==> src/rtl/cfg_serial_rx.sv <==
module cfg_serial_rx #(
  parameter int          NUM_OUT    = 10,
  parameter logic [7:0]  DEV_ADDR   = 8'hD2,
  parameter int          FRAME_LEN  = 11,
  parameter int          FIRST_KEEP = 8
) (
  input  logic               clk,
  input  logic               rst_n,
  input  logic               scl_in,
  input  logic               sda_in,
  output logic               sda_pull,
  input  logic               oe_pin,
  input  logic               buf_in,
  output logic [NUM_OUT-1:0] out_en,
  output logic [NUM_OUT-1:0] clk_out,
  output logic [7:0]         dbg_byte
);
  localparam int KEEP_BYTES = FRAME_LEN - FIRST_KEEP;
  localparam int CW = 8 * KEEP_BYTES;
  localparam int IW = $clog2(FRAME_LEN + 1);
  localparam logic [IW-1:0] LEN_I  = IW'(FRAME_LEN);
  localparam logic [IW-1:0] KEEP_I = IW'(FIRST_KEEP);

  logic scl_m, scl_s, scl_q, sda_m, sda_s, sda_q;
  logic busy, matched, ack;
  logic [3:0] bit_cnt;
  logic [IW-1:0] byte_idx;
  logic [7:0] shreg;
  logic [CW-1:0] ctl;

  wire start    = scl_s & scl_q & sda_q & ~sda_s;
  wire stop     = scl_s & scl_q & ~sda_q & sda_s;
  wire scl_rise = scl_s & ~scl_q;
  wire scl_fall = ~scl_s & scl_q;
  wire byte_end = busy & scl_fall & (bit_cnt == 4'd8);
  wire commit   = byte_end & ~start & ~stop & matched & (byte_idx >= KEEP_I) & (byte_idx < LEN_I);

  always_ff @(posedge clk or negedge rst_n) begin
    if (!rst_n) begin
      {scl_m, scl_s, scl_q, sda_m, sda_s, sda_q} <= '1;
      busy     <= 1'b0;
      matched  <= 1'b0;
      ack      <= 1'b0;
      bit_cnt  <= '0;
      byte_idx <= '0;
      shreg    <= '0;
      ctl      <= '1;
    end else begin
      scl_m <= scl_in;  scl_s <= scl_m;  scl_q <= scl_s;
      sda_m <= sda_in;  sda_s <= sda_m;  sda_q <= sda_s;
      if (start) begin
        busy     <= 1'b1;
        matched  <= 1'b0;
        ack      <= 1'b0;
        bit_cnt  <= '0;
        byte_idx <= '0;
      end else if (stop) begin
        busy     <= 1'b0;
        ack      <= 1'b0;
        bit_cnt  <= '0;
        byte_idx <= '0;
      end else if (busy) begin
        if (scl_rise && bit_cnt < 4'd8) begin
          shreg   <= {shreg[6:0], sda_s};
          bit_cnt <= bit_cnt + 4'd1;
        end else if (byte_end) begin
          bit_cnt <= 4'd9;
          if (byte_idx == '0) begin
            matched <= (shreg == DEV_ADDR);
            ack     <= (shreg == DEV_ADDR);
          end else begin
            ack <= matched && (byte_idx < LEN_I);
          end
          for (int k = 0; k < KEEP_BYTES; k++)
            if (commit && byte_idx == KEEP_I + IW'(k))
              ctl[k*8 +: 8] <= shreg;
        end else if (scl_fall && bit_cnt == 4'd9) begin
          ack     <= 1'b0;
          bit_cnt <= '0;
          if (byte_idx != LEN_I) byte_idx <= byte_idx + 1'b1;
        end
      end
    end
  end

  assign sda_pull = ack;
  assign out_en   = {NUM_OUT{oe_pin}} & ctl[NUM_OUT-1:0];
  assign clk_out  = out_en & {NUM_OUT{buf_in}};
  assign dbg_byte = ctl[CW-1 -: 8];
endmodule

==> config.mk <==
export PLATFORM = sky130hd
export DESIGN_NAME = cfg_serial_rx
export DESIGN_NICKNAME = d
export VERILOG_FILES = /design/src/rtl/cfg_serial_rx.sv
export SDC_FILE = /design/constraint.sdc
export NUM_CORES = 1
export LEC_CHECK = 0
export BUFFER_PORTS_ARGS = -buffer_cell sky130_fd_sc_hd__buf_2
export CORE_MARGIN = 3
export CORE_UTILIZATION = 41
export DETAILED_ROUTE_END_ITERATION = 10
export GPL_ROUTABILITY_DRIVEN = 0
export PLACE_DENSITY = 0.72
export RECOVER_POWER = 50
export SYNTH_ARGS = -nofsm -noshare
export SYNTH_HDL_FRONTEND = slang
export SYNTH_SLANG_ARGS = --single-unit
==> constraint.sdc <==
create_clock -name clk -period 1.53 [get_ports clk]
set_input_delay 0.0765 -clock clk [delete_from_list [all_inputs] [get_ports clk]]
set_output_delay 0.0765 -clock clk [all_outputs]
set_load 0.02 [all_outputs]
==> flow_summary.json <==
{
  "status": "finished with violations",
  "violations": "negative setup slack",
  "insertion_delay_ps": 290,
  "yosysWarnings": 0,
  "worstMarginPinSlew_ps": 607,
  "rsz0062_at_grt": "true",
  "critPathBufInv": 0,
  "final-max-slew-violation-count": 0,
  "rows": 25,
  "fmax_ghz": 0.642,
  "post-route-period-util_pct": 102,
  "maxSlewHeadroom_pct": 59.5,
  "die_h_um": 78.2,
  "cts_sinks": 43,
  "grt_overflow": 0,
  "setup_violations": 12,
  "wire_per_inst_um": 13.9,
  "grt_pass1_vias": 1610,
  "ys_async_sr_fraction_pct": 100,
  "period_needed_ps": 1560,
  "arrival_ps": 1780,
  "combPwrFrac_pct": 15.6,
  "synthDistinctLibCells": 42,
  "htreeDepth": 2,
  "core_area_um2": 4880,
  "dieArea_um2": 6120,
  "start_util_pct": 43.8,
  "cts_tree": "yes",
  "cp_top_family": "simple AND/OR/NAND/NOR gates",
  "ys_seq_area_share_pct": 51.7,
  "fillers": 446,
  "grt_pass1_wl_um": 7510,
  "p_int_mw": 1.70,
  "cp_max_fo": 8,
  "n_antenna_cell": 0,
  "slowest_stage": "dfstp_1",
  "drtPass1Iterations": 4,
  "wl_um": 4280,
  "routed_via_density": 4.84,
  "path_cells": "and3b_2 -> and4_4 -> nand3_4 -> mux2_2",
  "fin_total_pwr_mw": 2.29,
  "swShare_pct": 25.6,
  "worst_slack_ps": -27.7,
  "drc_errors": 0,
  "hpwl_um": 3200,
  "fin_skew_ps": 4.88,
  "fin_area_um2": 2760,
  "synthCells": 176,
  "critPathMaxStageDelay_ps": 560,
  "drive_gt1_share_pct": 57.7,
  "cp-start-kind": "register",
  "portBuffers": 34,
  "powerDensity_nw_per_um2": 828,
  "place_area_um2": 2550,
  "p_leak_nw": 1.35,
  "grt_max_degree": 25,
  "cts_made_buffers": 5,
  "syn_to_final_growth_pct": 29.2,
  "num_io_pins": 35,
  "netlist_area_um2": 2140,
  "endpoint_kind": "register",
  "grt_usage_pct": 15.5,
  "irDropWorstVdd_v": 0.000845,
  "fin_nets": 253,
  "root_buffer": "clkbuf_8",
  "dr_total_vias": 1490,
  "clkPwrFrac_pct": 30.2,
  "fp.dieW_um": 78.2,
  "cts_max_path_buffers": 2,
  "ant_nets": 0,
  "final_hold_viol_count": 0,
  "worstHoldPathType": "input port to async pin",
  "power_frac_seq_pct": 54.2,
  "antenna_found_initial": 0,
  "rr_worst_depth": 4,
  "dr.first_iter.drc_count": 42,
  "path_clk_slew_ps": 80,
  "cp.depth": 4,
  "synth_edf_count": 0,
  "syn_nets": 189,
  "synth.avg_cell_area_um2": 12.1,
  "switchingPower_mw": 0.586,
  "synth_flop_cell": "dfstp_2",
  "drv_cap": 0,
  "crit_type": "register to register",
  "required_ps": 1750,
  "ys_ff_latch": 43
}
==> synth_stat cells, drive strengths merged, types with 2 or more instances <==
cell | n | share of area (%)
mux2i | 2 | 0.94
nor2 | 9 | 1.9
o21ai | 3 | 0.70
clkbuf | 2 | 0.35
dfstp | 24 | 29
nand3 | 6 | 2.2
and3b | 2 | 0.82
mux2 | 26 | 14
ha | 7 | 4.1
xnor2 | 2 | 0.82
buf | 11 | 3.6
nor3b | 3 | 1.3
o22ai | 2 | 0.59
and3 | 10 | 2.9
nand4 | 3 | 0.88
a21oi | 4 | 0.94
dfrtp | 19 | 22
a21o | 2 | 0.70
inv | 6 | 1.1
a211oi | 2 | 0.70
nand3b | 2 | 0.70
and2 | 12 | 3.5
nand2 | 3 | 0.53
==> kinds of logic after synthesis <==
logic type	Yosys count	share of synthesized area, %
xor gates and xnor gates	3	1.23
DFF	43	51.7
and+or+nand+nor	58	17.8
AOI/OAI and AO/OA	18	5.50
buffers and inverters	19	5.03
muxes	28	14.6
adders and majority gates	7	4.10
==> per-layer routing <==
metal	GRT usage (%)	wire [um]	vias up
li1	-	-	745
met1	20.0	1990	714
met2	26.4	2100	27
met3	3.44	154	4
met4	3.85	28	0
met5	0	0	-
==> state kept, by name, summed over array words and instances (netlist names) <==
name / count
bit_cnt: 4
busy: 1
byte_idx: 4
ctl: 18
matched: 1
scl_m: 1
scl_q: 1
scl_s: 1
sda_m: 1
sda_pull: 1
sda_q: 1
sda_s: 1
shreg: 8
==> cells in the final DEF, fill, tap and decap left out, types with 3 or more instances in the layout <==
cell / count
dfstp_2: 22
and2_1: 11
clkbuf_1: 4
nand4_1: 3
clkbuf_8: 5
and3_1: 10
dfrtp_1: 19
nand2_1: 3
nand3_4: 3
dlygate4sd3_1: 3
mux2_2: 24
ha_1: 5
a21oi_1: 3
inv_1: 4
buf_2: 33
nor2_1: 7
buf_4: 29
==> final timing paths <==
check | endpoint | slack [ps] | startpoint
hold / removal | shreg[7] | 300 | rst_n
hold reg to reg | scl_s | 370 | scl_m
max in group asynchronous | busy | 330 | rst_n
min in group clk | scl_s | 370 | scl_m
setup reg to reg | ctl[7] | -30 | scl_s
setup / recovery | ctl[7] | -30 | scl_s
==> power groups by stage <==
stage | sequential, mW | clock, mW | combinational, mW
after floorplan | 1.26 | 0 | 0.168
after global placement | 1.26 | 0 | 0.302
after detailed placement | 1.26 | 0 | 0.309
after CTS | 1.24 | 0.713 | 0.350
after global routing | 1.25 | 0.759 | 0.399
final | 1.24 | 0.690 | 0.357
==> what timing repair did <==
item / in CTS / in global routing
resized for setup: 5 / 10
hold buffers: 3 / 0
endpoints found under the hold margin: 9 / 0
pin swaps: 6 / 4
buffers inserted: 5 / 1
setup endpoints to repair: 25 / 24
cloned: 0 / 0
==> worst reg2reg max path: stages (launching register included) <==
cell	delay (ps)
dfstp_1	560
and3b_2	270
and4_4	180
nand3_4	120
mux2_2	360
==> per-stage QoR <==
step / cells / hold slack (ps) / setup WS, ps / TNS [ps] / utilization, %
2_1_floorplan: 176 / -219 / -19.7 / -36.4 / -
3_3_place_gp: 291 / 72.1 / -43.4 / -75.1 / 52.2
3_5_place_dp: 291 / 67.4 / -61.1 / -852 / 52.2
4_1_cts: 307 / 295 / -1.10 / -1.75 / 55.6
5_1_grt: 308 / 341 / -94.8 / -1630 / 56.6
6_report: 308 / 303 / -27.7 / -186 / 56.6
==> area by class of cell <==
cell class              count  area, um2  area share [%]
repair buffers             70        447            16.2
multi-input cells         114       1020            36.9
clock inverters             2       12.5           0.453
well taps                  67       83.8            3.03
inverters                   6       22.5           0.815
flip-flops and latches     43       1110            40.0
clock buffers               6       72.6            2.63
Note: power is estimated with default switching activity, not from simulation.
